===== config.mk =====
export PLATFORM = sky130hd
export DESIGN_NAME = pbus_strobe_decoder
export DESIGN_NICKNAME = d
export VERILOG_FILES = /design/src/rtl/strobe_pkg.sv /design/src/rtl/sync_bank.sv /design/src/rtl/read_gate.sv /design/src/rtl/strobe_capture.sv /design/src/rtl/pbus_strobe_decoder.sv
export SDC_FILE = /design/constraint.sdc
export NUM_CORES = 1
export LEC_CHECK = 0
export BUFFER_PORTS_ARGS = -buffer_cell sky130_fd_sc_hd__buf_2
export CAP_MARGIN = 0
export CORE_MARGIN = 3
export CORE_UTILIZATION = 49
export CTS_CLUSTER_SIZE = 40
export DETAILED_ROUTE_END_ITERATION = 7
export PLACE_DENSITY = 0.73
export SLEW_MARGIN = 5
export SYNTH_ARGS = -nofsm -noshare
export SYNTH_HDL_FRONTEND = slang
export SYNTH_HIERARCHICAL = 1
export SYNTH_SLANG_ARGS = --single-unit

===== constraint.sdc =====
create_clock -name clk -period 3.3 [get_ports clk]
set_clock_uncertainty 0.2 [all_clocks]
set_input_delay 0.33 -clock clk [delete_from_list [all_inputs] [get_ports clk]]
set_output_delay 0.33 -clock clk [all_outputs]
set_load 0.005 [all_outputs]

===== src/rtl/strobe_pkg.sv =====
package strobe_pkg;

  typedef struct packed {
    logic cs_n;
    logic oe_n;
    logic we_n;
  } ctl_t;

  localparam ctl_t CTL_IDLE = '{cs_n: 1'b1, oe_n: 1'b1, we_n: 1'b1};

endpackage


===== src/rtl/sync_bank.sv =====
module sync_bank #(
  parameter int            W       = 1,
  parameter int            STAGES  = 2,
  parameter logic [W-1:0]  RST_VAL = '0
) (
  input  logic         clk,
  input  logic         rst_n,
  input  logic [W-1:0] d,
  output logic [W-1:0] q
);

  logic [STAGES-1:0][W-1:0] stg_q;

  always_ff @(posedge clk or negedge rst_n) begin
    if (!rst_n) begin
      for (int i = 0; i < STAGES; i++) stg_q[i] <= RST_VAL;
    end else begin
      stg_q[0] <= d;
      for (int i = 1; i < STAGES; i++) stg_q[i] <= stg_q[i-1];
    end
  end

  assign q = stg_q[STAGES-1];

endmodule


===== src/rtl/read_gate.sv =====
module read_gate
  import strobe_pkg::*;
(
  input  logic clk,
  input  logic rst_n,
  input  ctl_t ctl,
  output logic rd_en,
  output logic dq_oe
);

  logic rd_cond;
  logic oe_nx, rd_nx;

  assign rd_cond = !ctl.cs_n && !ctl.oe_n && ctl.we_n;

  always_comb begin
    oe_nx = rd_cond;
    rd_nx = rd_cond && !dq_oe;
  end

  always_ff @(posedge clk or negedge rst_n) begin
    if (!rst_n) begin
      dq_oe <= 1'b0;
      rd_en <= 1'b0;
    end else begin
      dq_oe <= oe_nx;
      rd_en <= rd_nx;
    end
  end

  // any deselecting level turns the driver off on the next clock
  a_r3_hiz_when_idle: assert property (@(posedge clk) disable iff (!rst_n)
    (ctl.cs_n || ctl.oe_n || !ctl.we_n) |=> !dq_oe);

  // the array request only comes with the driver on
  a_r2_rd_with_oe: assert property (@(posedge clk) disable iff (!rst_n)
    rd_en |-> dq_oe);

  // the request is a single clock
  a_r2_rd_single: assert property (@(posedge clk) disable iff (!rst_n)
    rd_en |=> !rd_en);

endmodule


===== src/rtl/strobe_capture.sv =====
module strobe_capture
  import strobe_pkg::*;
#(
  parameter int ADDR_W = 18,
  parameter int DATA_W = 8
) (
  input  logic              clk,
  input  logic              rst_n,
  input  ctl_t              ctl,
  input  logic [ADDR_W-1:0] addr_s,
  input  logic [DATA_W-1:0] data_s,
  output logic              ld_valid,
  output logic [ADDR_W-1:0] ld_addr,
  output logic [DATA_W-1:0] ld_data
);

  logic act, act_q, fall, rise;
  logic armed_q, armed_nx, vld_nx;
  logic [ADDR_W-1:0] addr_nx;
  logic [DATA_W-1:0] data_nx;

  assign act  = !ctl.cs_n && !ctl.we_n;
  assign fall = act && !act_q;
  assign rise = !act && act_q;

  always_comb begin
    addr_nx  = ld_addr;
    data_nx  = ld_data;
    armed_nx = armed_q;
    vld_nx   = 1'b0;
    if (fall) begin
      addr_nx  = addr_s;
      armed_nx = ctl.oe_n;
    end else if (act && !ctl.oe_n) begin
      armed_nx = 1'b0;
    end
    if (act) data_nx = data_s;
    if (rise) begin
      vld_nx   = armed_q && ctl.oe_n;
      armed_nx = 1'b0;
    end
  end

  always_ff @(posedge clk or negedge rst_n) begin
    if (!rst_n) begin
      act_q    <= 1'b0;
      armed_q  <= 1'b0;
      ld_valid <= 1'b0;
      ld_addr  <= '0;
      ld_data  <= '0;
    end else begin
      act_q    <= act;
      armed_q  <= armed_nx;
      ld_valid <= vld_nx;
      ld_addr  <= addr_nx;
      ld_data  <= data_nx;
    end
  end

  // a load event never lasts beyond one clock
  a_r8_single_pulse: assert property (@(posedge clk) disable iff (!rst_n)
    ld_valid |=> !ld_valid);

  // address frozen while the strobe stays active
  a_r6_addr_frozen: assert property (@(posedge clk) disable iff (!rst_n)
    (act && act_q) |=> $stable(ld_addr));

  // data frozen while no strobe is active
  a_r7_data_frozen: assert property (@(posedge clk) disable iff (!rst_n)
    (!act && !act_q) |=> $stable(ld_data));

  // output enable seen low inside a strobe blocks the event
  a_r9_oe_blocks: assert property (@(posedge clk) disable iff (!rst_n)
    (act && !ctl.oe_n) |=> !ld_valid);

endmodule


===== src/rtl/pbus_strobe_decoder.sv =====
module pbus_strobe_decoder
  import strobe_pkg::*;
#(
  parameter int ADDR_W      = 18,
  parameter int DATA_W      = 8,
  parameter int SYNC_STAGES = 2
) (
  input  logic              clk,
  input  logic              rst_n,
  input  logic              bus_cs_n,
  input  logic              bus_oe_n,
  input  logic              bus_we_n,
  input  logic [ADDR_W-1:0] bus_addr,
  input  logic [DATA_W-1:0] bus_din,
  output logic              rd_en,
  output logic              dq_oe,
  output logic              ld_valid,
  output logic [ADDR_W-1:0] ld_addr,
  output logic [DATA_W-1:0] ld_data
);

  localparam int BUS_W = ADDR_W + DATA_W;

  logic [1:0] rst_pipe_q;
  logic       srst_n;

  always_ff @(posedge clk or negedge rst_n) begin
    if (!rst_n) rst_pipe_q <= 2'b00;
    else        rst_pipe_q <= {rst_pipe_q[0], 1'b1};
  end
  assign srst_n = rst_pipe_q[1];

  ctl_t ctl_raw, ctl_s;
  logic [BUS_W-1:0] bus_s;

  assign ctl_raw = '{cs_n: bus_cs_n, oe_n: bus_oe_n, we_n: bus_we_n};

  sync_bank #(.W(3), .STAGES(SYNC_STAGES), .RST_VAL(CTL_IDLE)) u_ctl_sync (
    .clk(clk), .rst_n(srst_n), .d(ctl_raw), .q(ctl_s)
  );

  sync_bank #(.W(BUS_W), .STAGES(SYNC_STAGES), .RST_VAL('0)) u_bus_sync (
    .clk(clk), .rst_n(srst_n), .d({bus_addr, bus_din}), .q(bus_s)
  );

  read_gate u_read (
    .clk(clk), .rst_n(srst_n), .ctl(ctl_s), .rd_en(rd_en), .dq_oe(dq_oe)
  );

  strobe_capture #(.ADDR_W(ADDR_W), .DATA_W(DATA_W)) u_cap (
    .clk(clk), .rst_n(srst_n), .ctl(ctl_s),
    .addr_s(bus_s[BUS_W-1:DATA_W]), .data_s(bus_s[DATA_W-1:0]),
    .ld_valid(ld_valid), .ld_addr(ld_addr), .ld_data(ld_data)
  );

  // the bus is never driven in the clock a load is reported
  a_r3_no_drive_on_load: assert property (@(posedge clk) disable iff (!srst_n)
    !(dq_oe && ld_valid));

endmodule


# After elaboration in Yosys (flattened, before gate mapping)
# Index checks and enable logic that the tools add are counted.
[totals]
ff_bits = 91
in_bits = 31
out_inout_bits = 29
word_cells = 31
[classes]
mux = 4
reduce_logical = 15
[ops]
columns = ["op", "count"]
rows = [
  ["logical AND 1 bit", 8],
  ["logical NOT 1 bit", 6],
  ["two-way mux 1 bit", 4],
  ["nonzero test 3 bit", 1],
]

# Logic depth before layout (Yosys ltp)
# Gate-level depths: netlist of the first run.
[depth]
ltp_word = 6
ltp_mapped = 6
depth_no_buf = 5

# Hierarchy
# The synthesis of the first run kept the hierarchy.
[by_module_without_submodules]
columns = ["mod", "n_inst", "cells_each", "area_each_um2"]
rows = [
  ["sync_bank at u_bus_sync", 1, 78, 1496.4],
  ["strobe_capture", 1, 66, 1161.1],
  ["sync_bank at u_ctl_sync", 1, 9, 180.2],
  ["read_gate", 1, 4, 72.6],
  ["pbus_strobe_decoder", 1, 3, 53.8],
]

# Least setup slack after synthesis of the first run
# OpenSTA, ideal clock, no wires.
[synth_path]
path_kind = "register to register"
startpoint = "register u_ctl_sync.stg_q, in the netlist u_ctl_sync/q[2]"
endpoint = "register u_cap.ld_addr[0]"
setup_ps = 125
arrival_time_ps = 1462
required_ps = 2975
path_slack_ps = 1513
stages_incl_launch_ff = 7
path_buffers = 3
cell_sequence = "dfstp_2 -> buf_4 -> nor2_4 -> ha_1 -> buf_6 -> buf_12 -> mux2_4"
[synth_between]
elab_chain_cells = 3
[synth_rtl]
columns = ["element", "line", "text"]
rows = [
  ["start, declared", "sync_bank.sv:12", "logic [STAGES-1:0][W-1:0] stg_q;"],
  ["logical NOT 1 bit", "strobe_capture.sv:22", "assign act = !ctl.cs_n && !ctl.we_n;"],
  ["logical AND 1 bit", "strobe_capture.sv:22", ""],
  ["via u_cap.act", "strobe_capture.sv:17", "logic act, act_q, fall, rise;"],
  ["logical AND 1 bit", "strobe_capture.sv:23", "assign fall = act && !act_q;"],
  ["via u_cap.fall", "strobe_capture.sv:17", ""],
  ["end signal, assigned", "strobe_capture.sv:55", "ld_addr <= addr_nx;"],
  ["end, declared", "strobe_capture.sv:13", "output logic [ADDR_W-1:0] ld_addr,"],
]
# The timed path passes the listed nets, and every way through them passes these cells.
# A chain may end at the register's enable or synchronous reset.

# Worst setup path in the final report of the first run
[layout_path]
startpoint = "register u_ctl_sync.stg_q, in the netlist u_ctl_sync/q[2]"
endpoint = "register u_cap.ld_addr[10]"
# Same word-level chain as after synthesis.

==> impl_metrics.env, run 1 <==
export IMPL_status="finished, final reports clean"
export IMPL_firstDrtPassIters=4
export IMPL_synth_largest_area_cell="dfrtp_1"
export IMPL_hold_slack_ps=92.9
export IMPL_rsz0062_at_grt="no"
export IMPL_path_class="register to register"
export IMPL_cts_buffer_depth=2
export IMPL_avgSynthCellArea_um2=18.5
export IMPL_row_count=27
export IMPL_grt_usage_pct=13.7
export IMPL_core_area_um2=5680
export IMPL_fp_dieW_um=83.8
export IMPL_crit_fanout=11
export IMPL_cts_made_buffers=9
export IMPL_start_util_pct=52.2
export IMPL_grt_pass1_vias=1506
export IMPL_synthFlopType="dfrtp_1"
export IMPL_drt_wl_total_um=4120
export IMPL_r2r_end="u_cap/ld_addr[10]$_DFFE_PN0P_"
export IMPL_placed_cells_incl_taps=261
export IMPL_dp_hpwl_um=2460
export IMPL_vias=1341
export IMPL_synth_area_um2=2960
export IMPL_yosysMostFrequentCell="dfrtp_1"
export IMPL_critPathArrivalTime_ps=2180
export IMPL_via_per_inst=4.37
export IMPL_fillCellCount=418
export IMPL_ant_nets=0
export IMPL_tns_ps=0
export IMPL_reg2reg_depth=4
export IMPL_synth_fa_ha_area_share_pct=0.844
export IMPL_start_kind="register"
export IMPL_drtIter0Drc=51
export IMPL_hold_buffers=30
export IMPL_final_cells=307
export IMPL_place_gp_congestion=0.690
export IMPL_p_leak_nw=1.70
export IMPL_hold_path_class="primary input to asynchronous set/reset pin"
export IMPL_portBuffers=59
export IMPL_insertedDiodeCount=0
export IMPL_fin_crit_ps=2150
export IMPL_setup_violations_final=0
export IMPL_io_pins=60
export IMPL_synth_cell_type_count=17
export IMPL_irDropWorstVdd_uv=313
export IMPL_synth_compound_area_share_pct=0.295
export IMPL_power_density_nw_per_um2=597
export IMPL_seqCellArea_um2=2290
export IMPL_max_freq_mhz=465
export IMPL_finalCritPeriodShare_pct=65.2
export IMPL_synthSimpleGateAreaFrac_pct=1.86
export IMPL_maxSlewViolCount=0
export IMPL_async_flop_share_pct=100
export IMPL_cts_htree_levels=3
export IMPL_synthTopCellsByCount="dfrtp_1 (85), buf_4 (29), mux2_2 (16)"
export IMPL_wl_per_cell_um=13.4
export IMPL_r2r_slack_ps=1150
export IMPL_cts_root_buf="clkbuf_8"
export IMPL_synth_cells=160
export IMPL_drc=0
export IMPL_cts_setup_buffers=0
export IMPL_synth_xor_area_share_pct=0
export IMPL_tritoncts="done"
export IMPL_cp_end_kind="register"
export IMPL_postLayoutCoreUtil_pct=63.3
export IMPL_worstMarginPinSlew_ps=1050
export IMPL_gr_total_overflow=0
export IMPL_worstReg2RegStart="u_ctl_sync/q[2]$_DFF_PN1_"
export IMPL_ys_warnings_count=6
export IMPL_antenna_found_initial=0
export IMPL_muxShareOfSynthArea_pct=11.1
export IMPL_synth_top_cells_by_area="dfrtp_1 (72%), buf_4 (7.3%), mux2_2 (6.1%)"
export IMPL_clk_pin_slew_worst_paths_ps=80
export IMPL_maxCapViolations=0
export IMPL_synth_top_area_share_pct=71.8
export IMPL_multiInputGateArea_um2=423
export IMPL_syn_num_nets=193
export IMPL_layout_nets=263
export IMPL_required_ps=3320
export IMPL_final_layout_size_suffix_gt1_share_pct=45.5
export IMPL_grt_max_degree=90
export IMPL_fp_dieH_um=83.8
export IMPL_slew_headroom_pct=29.7
export IMPL_yosysSeqAreaShare_pct=77.1
export IMPL_insertion_delay_ps=340
export IMPL_cts_resized=0
export IMPL_synth_edf_count=0
export IMPL_synth_top_family_by_area="multiplexers"
export IMPL_final_hold_viol_count=0
export IMPL_area_delta_synth_final_pct=21.1
export IMPL_clock_sinks=91
export IMPL_grt_pass1_wl_um=7190
export IMPL_ys_ff_latch=91
export IMPL_die_area_um2=7020
[layout by cell type (no fill, tap or decap), drive strengths merged, types with 2 or more instances in the layout]
master       netlist  final
dfstp              6      6
mux2              26     26
clkbuf             0     13
ha                 2      2
inv                2      2
clkinv             0      2
dlygate4sd3        0     30
dfrtp             85     85
buf               31     60
[flip-flops by register name, summed over array words and instances, names as in the netlist]
signal and count:
u_bus_sync/q 26, u_bus_sync/stg_q 26, u_cap/ld_addr 18, u_cap/ld_data 8, u_ctl_sync/q 3, u_ctl_sync/stg_q 3, rst_pipe_q 2, u_cap/act_q 1
u_cap/armed_q 1, u_cap/ld_valid 1, u_read/dq_oe 1, u_read/rd_en 1
[worst max path at each step]
stage,endpoint,from,depth (start not counted)
after CTS,u_cap/ld_addr[10]$_DFFE_PN0P_,u_ctl_sync/q[2]$_DFF_PN1_,4
after detailed placement,u_cap/ld_addr[10]$_DFFE_PN0P_,u_ctl_sync/q[2]$_DFF_PN1_,4
after floorplan,u_bus_sync/q[0]$_DFF_PN0_,rst_pipe_q[1]$_DFF_PN0_,0
after global routing,u_cap/ld_addr[10]$_DFFE_PN0P_,u_ctl_sync/q[2]$_DFF_PN1_,4
final,u_cap/ld_addr[10]$_DFFE_PN0P_,u_ctl_sync/q[2]$_DFF_PN1_,4
after global placement,u_cap/ld_addr[14]$_DFFE_PN0P_,u_ctl_sync/q[2]$_DFF_PN1_,4
[cell type report]
| type | instances | share of cell area [%] |
|---|---|---|
| Clock inverter | 3 | 1.11 |
| Tap cell | 72 | 2.51 |
| Sequential cell | 91 | 63.7 |
| Multi-Input combinational cell | 36 | 11.8 |
| Inverter | 2 | 0.209 |
| Clock buffer | 13 | 3.87 |
| Timing Repair Buffer | 90 | 16.8 |
[worst max-delay path, stage by stage, from the launching register on]
cell	delay, ps
dfstp_2	400
nor2_4	270
ha_1	530
buf_4	310
mux2_4	320
[report_power, final]
part           internal (W)  leakage (nW)  switching [W]
sequential          0.00121          1.06      0.0000587
clock              0.000349        0.0914       0.000337
combinational      0.000131         0.547      0.0000594
[stage by stage]
| step | worst slack [ps] | cell area, um^2 | total power, W |
|---|---|---|---|
| floorplan | 388 | 2960 | 0.00139 |
| global placement | 1130 | 3110 | 0.00145 |
| detailed placement | 1100 | 3110 | 0.00146 |
| CTS | 1090 | 3590 | 0.00218 |
| global route | 1000 | 3590 | 0.00227 |
| finish | 1150 | 3590 | 0.00215 |
[per-layer routing]
layer	wire (um)	track usage (%)
met1	1730	16.6
met2	2040	21.0
met3	268	4.74
met4	76	8.33
met5	0	0
[logic make-up after synthesis]
logic type / Yosys count
simple gates: 6
mux: 26
other cells: 1
buf+inv: 33
compound gates: 1
flops: 91
fa+ha+maj: 2
Note: power is estimated with default switching activity, not from simulation.
==> inputs of run 2 (changes only) <==
--- a/config.mk
+++ b/config.mk
@@ -5,6 +5,7 @@
 export SDC_FILE = /design/constraint.sdc
 export NUM_CORES = 1
 export LEC_CHECK = 0
+export ABC_AREA = 1
 export BUFFER_PORTS_ARGS = -buffer_cell sky130_fd_sc_hd__buf_2
 export CAP_MARGIN = 0
 export CORE_MARGIN = 3
==> constraint.sdc (replaced) <==
create_clock -name clk -period 2.2 [get_ports clk]
set_clock_uncertainty 0.2 [all_clocks]
set_input_delay 0.22 -clock clk [delete_from_list [all_inputs] [get_ports clk]]
set_output_delay 0.22 -clock clk [all_outputs]
set_load 0.005 [all_outputs]
==> run 2 against run 1 <==
Net effect: final cell count up 21%; setup slack got worse by 520 ps; register-to-register slack lost 520 ps; power rose by 53%; largest power group unchanged.
==> impl_metrics.env, run 2 <==
export IMPL_layout_common_cells="dfrtp_1 (84), buf_2 (59), nand2_1 (44), dlygate4sd3_1 (31), inv_1 (23)"
export IMPL_setup_violations_final=0
export IMPL_place_area_um2=3180
export IMPL_critPathArrivalTime_ps=1570
export IMPL_fp_dieW_um=84.5
export IMPL_maxCapViolations=0
export IMPL_area_delta_synth_final_pct=22.5
export IMPL_setup_ws_ps=630
export IMPL_rsz0062_at_grt="no"
export IMPL_cts_htree_levels=3
export IMPL_cp_cell_sequence="nor2_2 > ha_1 > buf_4 > o21ai_0"
export IMPL_worstMarginPinSlew_ps=503
export IMPL_grt_pass1_vias=1634
export IMPL_cp_end_kind="register"
export IMPL_drtIter0Drc=43
export IMPL_layout_cells_most_common="dfrtp_1"
export IMPL_synth_cells=222
export IMPL_synth_edf_count=0
export IMPL_gr_total_overflow=0
export IMPL_portBuffers=59
export IMPL_critical_path_top_delay_family="flip-flops"
export IMPL_required_ps=2200
export IMPL_synthTopCellsByCount="dfrtp_1 (85), nand2_1 (44), buf_4 (29)"
export IMPL_dp_slack_ps=617
export IMPL_syn_num_nets=255
export IMPL_p_leak_nw=1.86
export IMPL_wl_per_cell_um=11.6
export IMPL_tns_ps=0
export IMPL_max_freq_mhz=637
export IMPL_slew_headroom_pct=66.5
export IMPL_max_stage_delay_ps=380
export IMPL_crit_buf_inv=1
export IMPL_row_count=27
export IMPL_async_flop_share_pct=100
export IMPL_ys_ff_latch=91
export IMPL_final_layout_size_suffix_gt1_share_pct=33.9
export IMPL_layout_nets=326
export IMPL_synth_area_um2=3020
export IMPL_start_util_pct=52.6
export IMPL_yosysMostFrequentCell="dfrtp_1"
export IMPL_power_density_nw_per_um2=885
export IMPL_fp_dieH_um=84.5
export IMPL_start_kind="register"
export IMPL_final_cell_area_um2=3700
export IMPL_place_gp_congestion=0.712
export IMPL_synthFlopType="dfrtp_1"
export IMPL_status="finished, final reports clean"
export IMPL_via_per_inst=4.28
export IMPL_finalCritPeriodShare_pct=71.4
export IMPL_insertedDiodeCount=0
export IMPL_path_class="register to register"
export IMPL_hold_path_class="register to asynchronous set/reset pin"
export IMPL_vias=1582
export IMPL_firstDrtPassIters=4
export IMPL_synth_cell_type_count=18
export IMPL_io_pins=60
export IMPL_cts_buffer_depth=2
export IMPL_final_hold_viol_count=0
export IMPL_clock_sinks=91
export IMPL_synth_top_area_share_pct=70.4
export IMPL_cts_resized=0
export IMPL_clk_pin_slew_worst_paths_ps=90
export IMPL_maxSlewViolCount=0
export IMPL_fin_crit_ps=1570
export IMPL_ys_warnings_count=6
export IMPL_yosysSeqAreaShare_pct=75.6
export IMPL_cpMaxStageDelayCell="dfstp_2"
export IMPL_antenna_found_initial=0
export IMPL_irDropWorstVdd_uv=625
export IMPL_grt_max_degree=41
export IMPL_grt_usage_pct=13.5
export IMPL_die_area_um2=7140
export IMPL_cts_made_buffers=9
export IMPL_avgSynthCellArea_um2=13.6
export IMPL_crit_fanout=37
export IMPL_fillCellCount=437
export IMPL_drc=0
export IMPL_tritoncts="done"
export IMPL_dp_hpwl_um=2830
export IMPL_synth_top_cells_by_area="dfrtp_1 (70%), buf_4 (7.2%), nand2_1 (5.5%)"
export IMPL_synth_largest_area_cell="dfrtp_1"
export IMPL_cts_root_buf="clkbuf_8"
export IMPL_insertion_delay_ps=340
export IMPL_drt_wl_total_um=4280
export IMPL_ant_nets=0
export IMPL_grt_pass1_wl_um=7360
export IMPL_core_area_um2=5740
[run 2: cell count changes after synthesis, moves of 2 or more]
cell	previous run	this run
nand2_1	1	44
inv_1	2	23
mux2_2	16	0
mux2_4	10	0
o21ai_2	0	9
o21ai_0	0	6
buf_6	1	5
o21ai_1	0	3
nor2_1	0	2
nor2_2	0	2
[run 2: cells by family (layout without fill, tap and decap cells)]
group / Yosys count / count (layout) / synth area share [%]
adders and majority gates: 2 / 2 / 0.828
and+or+nand+nor: 52 / 52 / 7.25
AOI/OAI and AO/OA: 18 / 18 / 4.10
other: 1 / 1 / 0.124
buffers and inverters: 58 / 134 / 12.1
DFF: 91 / 91 / 75.6
[run 2: path summary, 6_finish.rpt]
check,endpoint,depth (start not counted),slack (ps),from
max reg2reg,u_cap/ld_addr[3]$_DFFE_PN0P_,4,630,u_ctl_sync/q[2]$_DFF_PN1_
min,u_bus_sync/q[1]$_DFF_PN0_,0,110,rst_pipe_q[1]$_DFF_PN0_
max in group asynchronous,u_bus_sync/stg_q[18]$_DFF_PN0_,1,1030,rst_pipe_q[1]$_DFF_PN0_
min reg2reg,u_bus_sync/q[1]$_DFF_PN0_,0,110,rst_pipe_q[1]$_DFF_PN0_
min in group clk,u_bus_sync/q[11]$_DFF_PN0_,0,150,u_bus_sync/stg_q[11]$_DFF_PN0_
max,u_cap/ld_addr[3]$_DFFE_PN0P_,4,630,u_ctl_sync/q[2]$_DFF_PN1_
[run 2: metrics by stage]
step	util, %	total power [W]	hold WS [ps]	cells
final	64.4	0.00327	106	370
after global placement	55.3	0.00213	-195	323
after floorplan	-	0.00205	-276	222
after global routing	64.4	0.00344	158	370
after detailed placement	55.3	0.00215	-191	323
after CTS	64.4	0.00333	133	370
[run 2: what timing repair did]
item                                   CTS  global route
endpoints found under the hold margin   31             0
setup buffers                            0             0
hold buffers                            31             0
[run 2: power by group]
part | switching [W] | leakage, nW | internal [W]
Clock | 0.000558 | 0.109 | 0.000570
Sequential | 0.0000660 | 1.08 | 0.00180
Combinational | 0.000130 | 0.673 | 0.000146
[run 2: cell type report]
class	instances	area, um^2	share of cell area [%]
Timing Repair Buffer	94	648	17.5
Clock inverter	6	72.6	1.96
Sequential cell	91	2290	61.9
Inverter	24	90.1	2.44
Clock buffer	10	138	3.72
Tap cell	72	90.1	2.44
Multi-Input combinational cell	73	372	10.0
[run 2: worst register-to-register path: stages, from the launching register on]
cell and delay, ps:
dfstp_2 380, nor2_2 160, ha_1 170, buf_4 350
o21ai_0 180
[run 2: metal layers]
layer	GRT usage, %	up-vias	wire (um)
met2	21.2	41	2210
met5	0	-	0
met3	5.99	2	247
met4	5.61	0	41
met1	16.3	758	1780
li1	-	781	-
